$ cat src/rtl/pulse_len_tx_pkg.sv
package pulse_len_tx_pkg;
  typedef enum logic [1:0] {
    ST_IDLE  = 2'd0,
    ST_MARK  = 2'd1,
    ST_SPACE = 2'd2,
    ST_FGAP  = 2'd3
  } tx_state_e;
endpackage

$ cat src/rtl/pulse_len_timer.sv
module pulse_len_timer #(
  parameter int CNT_W = 8
) (
  input  logic             clk_i,
  input  logic             rst_ni,
  input  logic             load_i,
  input  logic [CNT_W-1:0] load_val_i,
  output logic             done_o
);
  logic [CNT_W-1:0] cnt_q;

  always_ff @(posedge clk_i or negedge rst_ni) begin
    if (!rst_ni)             cnt_q <= '0;
    else if (load_i)         cnt_q <= load_val_i;
    else if (cnt_q != '0)    cnt_q <= cnt_q - 1'b1;
  end

  assign done_o = (cnt_q == '0);

  // interval is only restarted once the previous one has run out
  p_reload_expired_r4: assert property (@(posedge clk_i) disable iff (!rst_ni)
    load_i |-> done_o);
endmodule

$ cat src/rtl/pulse_len_shift.sv
module pulse_len_shift #(
  parameter int DATA_W = 8
) (
  input  logic              clk_i,
  input  logic              rst_ni,
  input  logic              load_i,
  input  logic [DATA_W-1:0] data_i,
  input  logic              shift_i,
  output logic              bit_o,
  output logic              last_o
);
  localparam int IDX_W = (DATA_W > 1) ? $clog2(DATA_W) : 1;

  logic [DATA_W-1:0] sr_q;
  logic [IDX_W-1:0]  idx_q;

  always_ff @(posedge clk_i or negedge rst_ni) begin
    if (!rst_ni) begin
      sr_q  <= '0;
      idx_q <= '0;
    end else if (load_i) begin
      sr_q  <= data_i;
      idx_q <= '0;
    end else if (shift_i) begin
      sr_q  <= sr_q >> 1;
      idx_q <= idx_q + 1'b1;
    end
  end

  assign bit_o  = sr_q[0];
  assign last_o = (idx_q == IDX_W'(DATA_W - 1));

  // never advance past the final bit of a byte
  p_no_shift_past_last_r5: assert property (@(posedge clk_i) disable iff (!rst_ni)
    shift_i |-> !last_o);
endmodule

$ cat src/rtl/pulse_len_tx.sv
module pulse_len_tx
  import pulse_len_tx_pkg::*;
#(
  parameter int DATA_W       = 8,
  parameter int SHORT_CYC    = 4,
  parameter int LONG_CYC     = 10,
  parameter int BIT_GAP_CYC  = 3,
  parameter int BYTE_GAP_CYC = 12
) (
  input  logic              clk_i,
  input  logic              rst_ni,
  input  logic [DATA_W-1:0] data_i,
  input  logic              valid_i,
  output logic              ready_o,
  output logic              line_o
);
  localparam int MAX_A = (SHORT_CYC > LONG_CYC) ? SHORT_CYC : LONG_CYC;
  localparam int MAX_B = (BIT_GAP_CYC > BYTE_GAP_CYC) ? BIT_GAP_CYC : BYTE_GAP_CYC;
  localparam int MAX_CYC = (MAX_A > MAX_B) ? MAX_A : MAX_B;
  localparam int CNT_W = $clog2(MAX_CYC + 1);

  initial begin
    p_long_twice_short_r2: assert (LONG_CYC >= 2 * SHORT_CYC && SHORT_CYC >= 1
                                   && BIT_GAP_CYC >= 1 && BYTE_GAP_CYC >= 1);
  end

  tx_state_e        state_q, state_d;
  logic             tmr_load, tmr_done;
  logic [CNT_W-1:0] tmr_val;
  logic             sh_load, sh_shift, sh_bit, sh_last;

  function automatic logic [CNT_W-1:0] mark_len(input logic b);
    return b ? CNT_W'(LONG_CYC - 1) : CNT_W'(SHORT_CYC - 1);
  endfunction

  pulse_len_timer #(.CNT_W(CNT_W)) u_timer (
    .clk_i      (clk_i),
    .rst_ni     (rst_ni),
    .load_i     (tmr_load),
    .load_val_i (tmr_val),
    .done_o     (tmr_done)
  );

  pulse_len_shift #(.DATA_W(DATA_W)) u_shift (
    .clk_i   (clk_i),
    .rst_ni  (rst_ni),
    .load_i  (sh_load),
    .data_i  (data_i),
    .shift_i (sh_shift),
    .bit_o   (sh_bit),
    .last_o  (sh_last)
  );

  always_comb begin
    state_d  = state_q;
    tmr_load = 1'b0;
    tmr_val  = '0;
    sh_load  = 1'b0;
    sh_shift = 1'b0;
    unique case (state_q)
      ST_IDLE: begin
        if (valid_i) begin
          sh_load  = 1'b1;
          tmr_load = 1'b1;
          tmr_val  = mark_len(data_i[0]);
          state_d  = ST_MARK;
        end
      end
      ST_MARK: begin
        if (tmr_done) begin
          tmr_load = 1'b1;
          if (sh_last) begin
            tmr_val = CNT_W'(BYTE_GAP_CYC - 1);
            state_d = ST_FGAP;
          end else begin
            tmr_val  = CNT_W'(BIT_GAP_CYC - 1);
            sh_shift = 1'b1;
            state_d  = ST_SPACE;
          end
        end
      end
      ST_SPACE: begin
        if (tmr_done) begin
          tmr_load = 1'b1;
          tmr_val  = mark_len(sh_bit);
          state_d  = ST_MARK;
        end
      end
      ST_FGAP: begin
        // a queued byte starts only in the final gap cycle
        if (tmr_done) begin
          if (valid_i) begin
            sh_load  = 1'b1;
            tmr_load = 1'b1;
            tmr_val  = mark_len(data_i[0]);
            state_d  = ST_MARK;
          end else begin
            state_d  = ST_IDLE;
          end
        end
      end
      default: state_d = ST_IDLE;
    endcase
  end

  always_ff @(posedge clk_i or negedge rst_ni) begin
    if (!rst_ni) state_q <= ST_IDLE;
    else         state_q <= state_d;
  end

  assign ready_o = (state_q == ST_IDLE) || (state_q == ST_FGAP && tmr_done);
  assign line_o  = (state_q == ST_MARK);

  // high-run length monitor for the pulse-width property
  logic [15:0] hi_len_q;
  always_ff @(posedge clk_i or negedge rst_ni) begin
    if (!rst_ni)                  hi_len_q <= '0;
    else if (!line_o)             hi_len_q <= '0;
    else if (hi_len_q != 16'hffff) hi_len_q <= hi_len_q + 1'b1;
  end

  p_pulse_width_r1: assert property (@(posedge clk_i) disable iff (!rst_ni)
    $fell(line_o) |-> (hi_len_q == 16'(SHORT_CYC) || hi_len_q == 16'(LONG_CYC)));

  p_busy_not_ready_r7: assert property (@(posedge clk_i) disable iff (!rst_ni)
    line_o |-> !ready_o);

  p_accept_starts_mark_r8: assert property (@(posedge clk_i) disable iff (!rst_ni)
    (valid_i && ready_o) |=> line_o);
endmodule

$ cat config.mk
export PLATFORM = sky130hd
export DESIGN_NAME = pulse_len_tx
export DESIGN_NICKNAME = d
export VERILOG_FILES = /design/src/rtl/pulse_len_tx_pkg.sv /design/src/rtl/pulse_len_timer.sv /design/src/rtl/pulse_len_shift.sv /design/src/rtl/pulse_len_tx.sv
export SDC_FILE = /design/constraint.sdc
export NUM_CORES = 1
export LEC_CHECK = 0
export ABC_AREA = 1
export ABC_CLOCK_PERIOD_IN_PS = 2800
export CAP_MARGIN = 40
export CORE_ASPECT_RATIO = 0.8
export CORE_UTILIZATION = 45
export CTS_CLUSTER_DIAMETER = 60
export DETAILED_ROUTE_END_ITERATION = 16
export HOLD_SLACK_MARGIN = 0.12
export PLACE_DENSITY = 0.7
export SETUP_SLACK_MARGIN = 0.02
export SLEW_MARGIN = 20
export SYNTH_ARGS = -nofsm -noshare
export SYNTH_HDL_FRONTEND = slang
export SYNTH_HIERARCHICAL = 1
export SYNTH_SLANG_ARGS = --single-unit
$ cat constraint.sdc
create_clock -name clk_i -period 2.8 [get_ports clk_i]
set_input_delay 0.84 -clock clk_i [delete_from_list [all_inputs] [get_ports clk_i]]
set_output_delay 0.84 -clock clk_i [all_outputs]
set_load 0.02 [all_outputs]
==> impl_metrics.env, run 1 <==
export IMPL_yosys_top_cells_area="dfrtp_1 39%, nand2_1 19%, ha_1 10%"
export IMPL_io_pins=13
export IMPL_critPathMaxFanout=4
export IMPL_slew_viol_final=0
export IMPL_vias=977
export IMPL_fill_cells=204
export IMPL_yosysTopAreaCellShare_pct=38.8
export IMPL_io_buffers=12
export IMPL_root_buffer="clkbuf_4"
export IMPL_grt_max_degree=18
export IMPL_worstMarginPinSlew_ns=0.608
export IMPL_core_sq_um=2230
export IMPL_clock_sinks=17
export IMPL_rsz0062_at_grt="false"
export IMPL_ir_worst_vdd_mv=0.510
export IMPL_relSlewSlack_pct=59.0
export IMPL_synth_top_cell_by_area="dfrtp_1"
export IMPL_status="complete, but fails checks"
export IMPL_htreeDepth=1
export IMPL_cts_hold_buf=0
export IMPL_yosys_cell_types_count=21
export IMPL_drv_cap=0
export IMPL_fin_area_sq_um=1270
export IMPL_setup_viol=0
export IMPL_arrival_ns=1.80
export IMPL_numCtsBuffers=3
export IMPL_initial_core_util_pct=49.1
export IMPL_die_x_um=57.2
export IMPL_cts_tree="yes"
export IMPL_antenna_found_initial=0
export IMPL_final_common_cell="nand2_1"
export IMPL_cpPeakStageDelay_ns=0.35
export IMPL_cp_slowest_cell="dfrtp_1"
export IMPL_nNetsFinal=186
export IMPL_fp_row_count=15
export IMPL_cts_buffer_depth=2
export IMPL_syn_inst=149
export IMPL_crit_top_cell="inv_1"
export IMPL_insertion_delay_ns=0.29
export IMPL_path_class="register to output port"
export IMPL_avgSynthCellArea_sq_um=7.36
export IMPL_placed_cell_area_sq_um=1240
export IMPL_die_h_um=46.2
export IMPL_critPathCaptureType="output port"
export IMPL_drt_iter0_markers=54
export IMPL_yosys_warnings=6
export IMPL_die_area_sq_um=2640
export IMPL_cellPowerDensity_nw_per_um2=1030
export IMPL_syn_to_final_growth_pct=15.7
export IMPL_track_usage_pct=18.5
export IMPL_hold_viol=0
export IMPL_fin_crit_ns=2.64
export IMPL_violations="DRC"
export IMPL_grt_pass1_wl_mm=3.64
export IMPL_fin_skew_ns=0.000915
export IMPL_antenna_cells=0
export IMPL_viasPerCell=5.14
export IMPL_syn_nets=169
export IMPL_grt_overflow=0
export IMPL_ys_ff_latch=17
export IMPL_crit_family="buffers and inverters"
export IMPL_post_drt_wl_per_cell_um=11.4
export IMPL_cp_num_buf_inv=4
export IMPL_setup_tns_ns=0
export IMPL_min_path_type="register to register"
export IMPL_crit_chain="inv_1 > ha_1 > nand2_1 > inv_1 > a21oi_1 > inv_1 > dlygate4sd2_1"
export IMPL_drt_first_pass_iters=11
export IMPL_grt_pass1_vias=853
export IMPL_drc=2
export IMPL_gp_congestion=0.824
export IMPL_place_hpwl_mm=1.69
export IMPL_yosysSeqAreaShare_pct=38.8
export IMPL_post_route_cells_drive_above_1_share_pct=10.3
export IMPL_clock_fmax_ghz=0.379
export IMPL_most_common_layout_cells="55 x nand2_1, 19 x nand3_1, 17 x dfrtp_1, 16 x inv_1, 11 x clkdlybuf4s50_1"
export IMPL_p_leak_nw=0.677
export IMPL_ant_nets=0
export IMPL_netlist_area_sq_um=1100
export IMPL_clk_pin_slew_ns=0.10
export IMPL_cp_start_kind="register"
export IMPL_wl_mm=2.17
export IMPL_cp_data_required_time_ns=1.96
export IMPL_post_route_period_util_pct=94.3
[state kept, by name, summed over array words and instances (netlist names)]
| signal | cells |
|---|---|
| state_q | 2 |
| u_shift/idx_q | 3 |
| u_shift/sr_q | 8 |
| u_timer/cnt_q | 4 |
[worst paths after layout]
kind,startpoint,end,slack (ns),depth (start not counted)
setup / recovery,u_timer/cnt_q[0]$_DFFE_PN0P_,ready_o,0.16,7
hold / removal,u_shift/sr_q[4]$_DFFE_PN0P_,u_shift/sr_q[4]$_DFFE_PN0P_,0.49,2
setup reg to reg,u_timer/cnt_q[0]$_DFFE_PN0P_,u_timer/cnt_q[3]$_DFFE_PN0P_,0.81,13
hold reg to reg,u_shift/sr_q[4]$_DFFE_PN0P_,u_shift/sr_q[4]$_DFFE_PN0P_,0.49,2
max in group asynchronous,rst_ni,u_shift/sr_q[6]$_DFFE_PN0P_,1.77,2
min in group asynchronous,rst_ni,u_timer/cnt_q[3]$_DFFE_PN0P_,0.85,2
[power by group]
part / internal (W) / switching (W) / leakage (nW)
logic: 0.000279 / 0.000464 / 0.448
clock network: 0.0000544 / 0.0000818 / 0.0139
registers: 0.000356 / 0.0000746 / 0.215
[metal layers]
| layer | vias to the layer above | track usage (%) | wire length (um) | part of all wire, % |
|---|---|---|---|---|
| met3 | 2 | 6.18 | 78 | 3.6 |
| li1 | 502 | - | - | - |
| met2 | 21 | 31.8 | 1080 | 50 |
| met1 | 452 | 22.9 | 1000 | 46 |
| met5 | - | 0 | 0 | 0 |
| met4 | 0 | 4.88 | 10 | 0.46 |
[area by class of cell]
cell class	instances	area [sq um]	area share, %
multi-input combinational	110	571	44.9
sequential	17	425	33.5
timing repair buffer	15	141	11.1
inverter	19	71.3	5.62
tap	25	31.3	2.46
clock buffer	3	22.5	1.77
clock inverter	1	7.51	0.591
[worst reg2reg max path, cell delays in order, from the launching register on]
cell and delay (ns):
dfrtp_1 0.39, inv_1 0.11, ha_1 0.23, nand2_1 0.10, inv_1 0.09, inv_2 0.07, nor2_2 0.13, o21ai_0 0.10
o21ai_0 0.25, inv_1 0.17, nand2_1 0.12, inv_1 0.04, nand2_1 0.05, nand2_1 0.04
[logic make-up after synthesis]
group,share of synthesized area [%]
adders and majority gates,10.3
DFF,38.8
and+or+nand+nor,34.1
buffers and inverters,9.24
xor gates and xnor gates,0.798
other,0.342
AOI/OAI and AO/OA,6.50
[metrics by stage]
stage | power (W) | hold WS (ns) | instances | setup WS [ns] | util [%]
2_1_floorplan | 0.00100 | 0.443 | 149 | 0.859 | -
3_3_place_gp | 0.00115 | 0.454 | 186 | 0.347 | 55.6
3_5_place_dp | 0.00118 | 0.471 | 186 | 0.280 | 55.6
4_1_cts | 0.00132 | 0.496 | 190 | 0.159 | 56.9
5_1_grt | 0.00144 | 0.515 | 190 | 0.0624 | 56.9
6_report | 0.00131 | 0.494 | 190 | 0.161 | 56.9
[cell usage after synthesis, drive strengths merged]
| cell type | number |
|---|---|
| nand2 | 57 |
| ha | 9 |
| conb | 1 |
| or2 | 1 |
| nand3 | 20 |
| nor2 | 5 |
| inv | 19 |
| o22ai | 1 |
| o21ai | 11 |
| buf | 3 |
| nor3 | 2 |
| a21oi | 2 |
| dfrtp | 17 |
| xnor2 | 1 |
[timing repair]
item                                    CTS  global route
resized for setup                         1             0
buffers inserted                          0             0
endpoints found under the setup margin    1             0
Note: power is estimated with default switching activity, not from simulation.
==> run 2: changes to the inputs <==
ABC_CLOCK_PERIOD_IN_PS = 3200   (was 2800)
clock period = 3.2 ns   (was 2.8 ns; I/O delays follow)
==> impl_metrics.env, run 2 (synthesized netlist as in run 1, its figures left out) <==
export IMPL_nNetsFinal=186
export IMPL_drt_iter0_markers=58
export IMPL_reg2reg_slack_ns=1.20
export IMPL_critPathCaptureType="output port"
export IMPL_relSlewSlack_pct=58.2
export IMPL_combPwrFrac_pct=56.8
export IMPL_place_ws_ns=0.559
export IMPL_insertion_delay_ns=0.29
export IMPL_rsz0062_at_grt="false"
export IMPL_path_class="register to output port"
export IMPL_die_x_um=57.2
export IMPL_slew_viol_final=0
export IMPL_numCtsBuffers=3
export IMPL_post_route_cells_drive_above_1_share_pct=10.3
export IMPL_reg_largest_list="u_shift/sr_q (8), u_timer/cnt_q (4), u_shift/idx_q (3)"
export IMPL_io_pins=13
export IMPL_crit_start="u_timer/cnt_q[0]$_DFFE_PN0P_"
export IMPL_fin_skew_ns=0.00800
export IMPL_power_switching_w=0.000537
export IMPL_power_frac_seq_pct=32.8
export IMPL_gp_congestion=0.838
export IMPL_wl_mm=2.13
export IMPL_swShare_pct=46.8
export IMPL_cp_data_required_time_ns=2.24
export IMPL_timing_final_ws_setup_ns=0.225
export IMPL_grt_pass1_vias=854
export IMPL_status="complete, but fails checks"
export IMPL_antenna_cells=0
export IMPL_largest_register="u_shift/sr_q"
export IMPL_core_sq_um=2230
export IMPL_whs_ns=0.486
export IMPL_setup_tns_ns=0
export IMPL_drt_first_pass_iters=10
export IMPL_post_cts_buffers=0
export IMPL_ant_nets=0
export IMPL_ir_worst_vdd_mv=0.416
export IMPL_io_buffers=12
export IMPL_min_path_type="register to register"
export IMPL_cellPowerDensity_nw_per_um2=896
export IMPL_fin_crit_ns=2.98
export IMPL_htreeDepth=1
export IMPL_place_hpwl_mm=1.59
export IMPL_hold_viol=0
export IMPL_die_h_um=46.2
export IMPL_track_usage_pct=17.7
export IMPL_finish_utilization_pct=57.3
export IMPL_root_buffer="clkbuf_4"
export IMPL_cp_start_kind="register"
export IMPL_setup_viol=0
export IMPL_clock_sinks=17
export IMPL_reg2reg_from="u_timer/cnt_q[0]$_DFFE_PN0P_"
export IMPL_die_area_sq_um=2640
export IMPL_violations="DRC"
export IMPL_post_drt_wl_per_cell_um=11.2
export IMPL_largest_reg_flops=8
export IMPL_initial_core_util_pct=49.1
export IMPL_critPathMaxFanout=4
export IMPL_viasPerCell=5.13
export IMPL_cts_hold_buf=0
export IMPL_antenna_found_initial=0
export IMPL_reg2reg_to="u_timer/cnt_q[3]$_DFFE_PN0P_"
export IMPL_clk_pin_slew_ns=0.11
export IMPL_clock_fmax_ghz=0.336
export IMPL_vias=975
export IMPL_most_common_layout_cells="55 x nand2_1, 19 x nand3_1, 17 x dfrtp_1, 16 x inv_1, 12 x clkdlybuf4s50_1"
export IMPL_grt_max_degree=18
export IMPL_p_leak_nw=0.678
export IMPL_ff2ff_path_depth=13
export IMPL_power_frac_clock_pct=10.4
export IMPL_arrival_ns=2.02
export IMPL_cts_resized=0
export IMPL_final_common_cell="nand2_1"
export IMPL_grt_overflow=0
export IMPL_drv_cap=0
export IMPL_grt_pass1_wl_mm=3.51
export IMPL_fill_cells=189
export IMPL_final_seq_area_sq_um=425
export IMPL_p_int_w=0.000610
export IMPL_cts_buffer_depth=2
export IMPL_syn_to_final_growth_pct=16.5
export IMPL_fp_row_count=15
export IMPL_drc=1
export IMPL_multi_input_area_sq_um=571
export IMPL_worstMarginPinSlew_ns=0.620
export IMPL_post_route_period_util_pct=93.0
export IMPL_cts_tree="yes"
export IMPL_endpoint="ready_o"
-- run 2: worst min-delay path by stage --
stage	startpoint	endpoint	slack [ns]	cells after the start
after detailed placement	u_shift/idx_q[1]$_DFFE_PN0P_	u_shift/idx_q[1]$_DFFE_PN0P_	0.47	2
after floorplan	u_shift/sr_q[7]$_DFFE_PN0P_	u_shift/sr_q[7]$_DFFE_PN0P_	0.44	2
after global routing	u_shift/sr_q[6]$_DFFE_PN0P_	u_shift/sr_q[6]$_DFFE_PN0P_	0.52	2
after CTS	u_shift/idx_q[1]$_DFFE_PN0P_	u_shift/idx_q[1]$_DFFE_PN0P_	0.50	2
after global placement	u_shift/sr_q[7]$_DFFE_PN0P_	u_shift/sr_q[7]$_DFFE_PN0P_	0.45	2
final	u_shift/idx_q[1]$_DFFE_PN0P_	u_shift/idx_q[1]$_DFFE_PN0P_	0.49	2
-- run 2: critical path: stages (launching register included) --
cell and delay, ns:
dfrtp_1 0.35, inv_1 0.08, ha_1 0.25, nand2_1 0.11
inv_1 0.06, a21oi_1 0.25, inv_1 0.09, clkdlybuf4s50_1 0.54
-- run 2: power by group through the flow --
| stage | Combinational (W) | Sequential, W | Clock (W) |
|---|---|---|---|
| after floorplan | 0.000514 | 0.000365 | 0 |
| after global placement | 0.000629 | 0.000376 | 0 |
| after detailed placement | 0.000644 | 0.000380 | 0 |
| after CTS | 0.000647 | 0.000376 | 0.000125 |
| after global routing | 0.000737 | 0.000390 | 0.000134 |
| final | 0.000652 | 0.000376 | 0.000119 |
-- run 2: layout make-up --
class	count	share of cell area (%)
inverters	19	5.58
multi-input cells	110	44.6
flip-flops and latches	17	33.3
clock buffers	3	1.76
repair buffers	15	11.7
clock inverters	1	0.587
well taps	25	2.45
-- run 2: through the flow --
stage	area (sq um)	std cells	power (W)
3_5_place_dp	1230	185	0.00102
3_3_place_gp	1230	185	0.00101
2_1_floorplan	1100	149	0.000879
5_1_grt	1280	190	0.00126
6_report	1280	190	0.00115
4_1_cts	1260	189	0.00115
-- run 2: routing by layer --
metal	GRT usage [%]	part of all wire [%]
met5	0	0
met1	22.6	46
met2	29.4	48
met4	5.37	1.5
met3	5.34	5.1
==> run 3: changes to the inputs <==
CORE_UTILIZATION = 35   (was 45)
PLACE_DENSITY = 0.58   (was 0.7)
==> impl_metrics.env, run 3 (synthesized netlist as in run 1, its figures left out) <==
export IMPL_numCtsBuffers=3
export IMPL_power_switching_w=0.000532
export IMPL_fin_crit_ns=2.92
export IMPL_ff2ff_path_depth=14
export IMPL_fin_skew_ns=0.00619
export IMPL_combPwrFrac_pct=55.2
export IMPL_place_hpwl_mm=1.63
export IMPL_critPathMaxFanout=4
export IMPL_power_frac_clock_pct=13.1
export IMPL_vias=917
export IMPL_hold_viol=0
export IMPL_cp_start_kind="register"
export IMPL_drt_iter0_markers=23
export IMPL_critPathCaptureType="output port"
export IMPL_path_class="register to output port"
export IMPL_final_common_cell="nand2_1"
export IMPL_gp_congestion=0.735
export IMPL_setup_tns_ns=0
export IMPL_post_cts_buffers=0
export IMPL_cts_resized=0
export IMPL_largest_register="u_shift/sr_q"
export IMPL_drc=0
export IMPL_clock_fmax_ghz=0.342
export IMPL_largest_reg_flops=8
export IMPL_syn_to_final_growth_pct=20.1
export IMPL_insertion_delay_ns=0.25
export IMPL_ant_nets=0
export IMPL_die_x_um=64.6
export IMPL_status="complete, no violations"
export IMPL_timing_final_ws_setup_ns=0.276
export IMPL_most_common_layout_cells="55 x nand2_1, 19 x nand3_1, 17 x dfrtp_1, 16 x inv_1, 12 x clkdlybuf4s50_1"
export IMPL_reg_largest_list="u_shift/sr_q (8), u_timer/cnt_q (4), u_shift/idx_q (3)"
export IMPL_track_usage_pct=15.3
export IMPL_slew_viol_final=0
export IMPL_io_buffers=12
export IMPL_drv_cap=0
export IMPL_root_buffer="clkbuf_8"
export IMPL_grt_pass1_vias=886
export IMPL_core_sq_um=2870
export IMPL_post_drt_wl_per_cell_um=10.4
export IMPL_initial_core_util_pct=38.2
export IMPL_antenna_found_initial=0
export IMPL_power_frac_seq_pct=31.7
export IMPL_swShare_pct=44.7
export IMPL_p_int_w=0.000659
export IMPL_min_path_type="register to register"
export IMPL_fp_row_count=17
export IMPL_cp_data_required_time_ns=2.24
export IMPL_antenna_cells=0
export IMPL_cts_tree="yes"
export IMPL_grt_max_degree=18
export IMPL_drt_first_pass_iters=4
export IMPL_grt_overflow=0
export IMPL_nNetsFinal=187
export IMPL_viasPerCell=4.50
export IMPL_cts_hold_buf=0
export IMPL_clock_sinks=17
export IMPL_die_area_sq_um=3360
export IMPL_hold_depth=1
export IMPL_post_route_period_util_pct=91.4
export IMPL_wl_mm=2.13
export IMPL_die_h_um=52.1
export IMPL_fin_area_sq_um=1320
export IMPL_rsz0062_at_grt="false"
export IMPL_htreeDepth=1
export IMPL_clk_pin_slew_ns=0.07
export IMPL_p_leak_nw=0.692
export IMPL_grt_pass1_wl_mm=3.91
export IMPL_arrival_ns=1.96
export IMPL_setup_viol=0
export IMPL_place_ws_ns=0.551
export IMPL_post_route_cells_drive_above_1_share_pct=10.2
export IMPL_io_pins=13
export IMPL_ir_worst_vdd_mv=0.374
export IMPL_cts_buffer_depth=2
export IMPL_cellPowerDensity_nw_per_um2=904
export IMPL_placed_cell_area_sq_um=1260
## run 3: path summary, 6_finish.rpt
kind | endpoint | slack (ns) | startpoint
setup reg to reg | u_timer/cnt_q[3]$_DFFE_PN0P_ | 1.35 | u_timer/cnt_q[0]$_DFFE_PN0P_
hold / removal | u_shift/idx_q[0]$_DFFE_PN0P_ | 0.48 | u_shift/idx_q[0]$_DFFE_PN0P_
min in group asynchronous | u_timer/cnt_q[0]$_DFFE_PN0P_ | 1.03 | rst_ni
hold reg to reg | u_shift/idx_q[0]$_DFFE_PN0P_ | 0.48 | u_shift/idx_q[0]$_DFFE_PN0P_
setup / recovery | ready_o | 0.28 | u_timer/cnt_q[0]$_DFFE_PN0P_
max in group asynchronous | state_q[0]$_DFFE_PN0P_ | 2.02 | rst_ni
## run 3: through the flow
step	power [W]	std cells	hold WS [ns]	utilization, %
after global placement	0.00102	199	0.457	43.8
after floorplan	0.000879	149	0.443	-
final	0.00119	204	0.477	45.9
after global routing	0.00134	204	0.499	45.9
after CTS	0.00120	203	0.483	45.4
after detailed placement	0.00104	199	0.470	43.8
## run 3: power groups by stage
stage               Clock [W]  Combinational, W  Sequential, W
finish               0.000157          0.000657       0.000377
global placement            0          0.000646       0.000375
floorplan                   0          0.000514       0.000365
detailed placement          0          0.000660       0.000380
CTS                  0.000161          0.000664       0.000376
global route         0.000175          0.000770       0.000392
## run 3: final cells by class
cell class,count,area (sq um)
fill,303,1550
multi-input combinational,110,571
sequential,17,425
clock buffer,4,45.0
inverter,19,71.3
tap,38,47.5
timing repair buffer,16,158
## run 3: worst max-delay path, stage by stage (launching register included)
cell	delay (ns)
dfrtp_1	0.34
inv_1	0.07
ha_1	0.25
nand2_1	0.11
inv_1	0.07
a21oi_1	0.23
inv_1	0.09
clkdlybuf4s50_1	0.55
## run 3: routing by layer
layer / global-route usage [%] / share of wire [%]
met1: 19.9 / 51
met2: 24.9 / 45
met3: 4.82 / 3.2
met4: 3.33 / 0.38
met5: 0 / 0
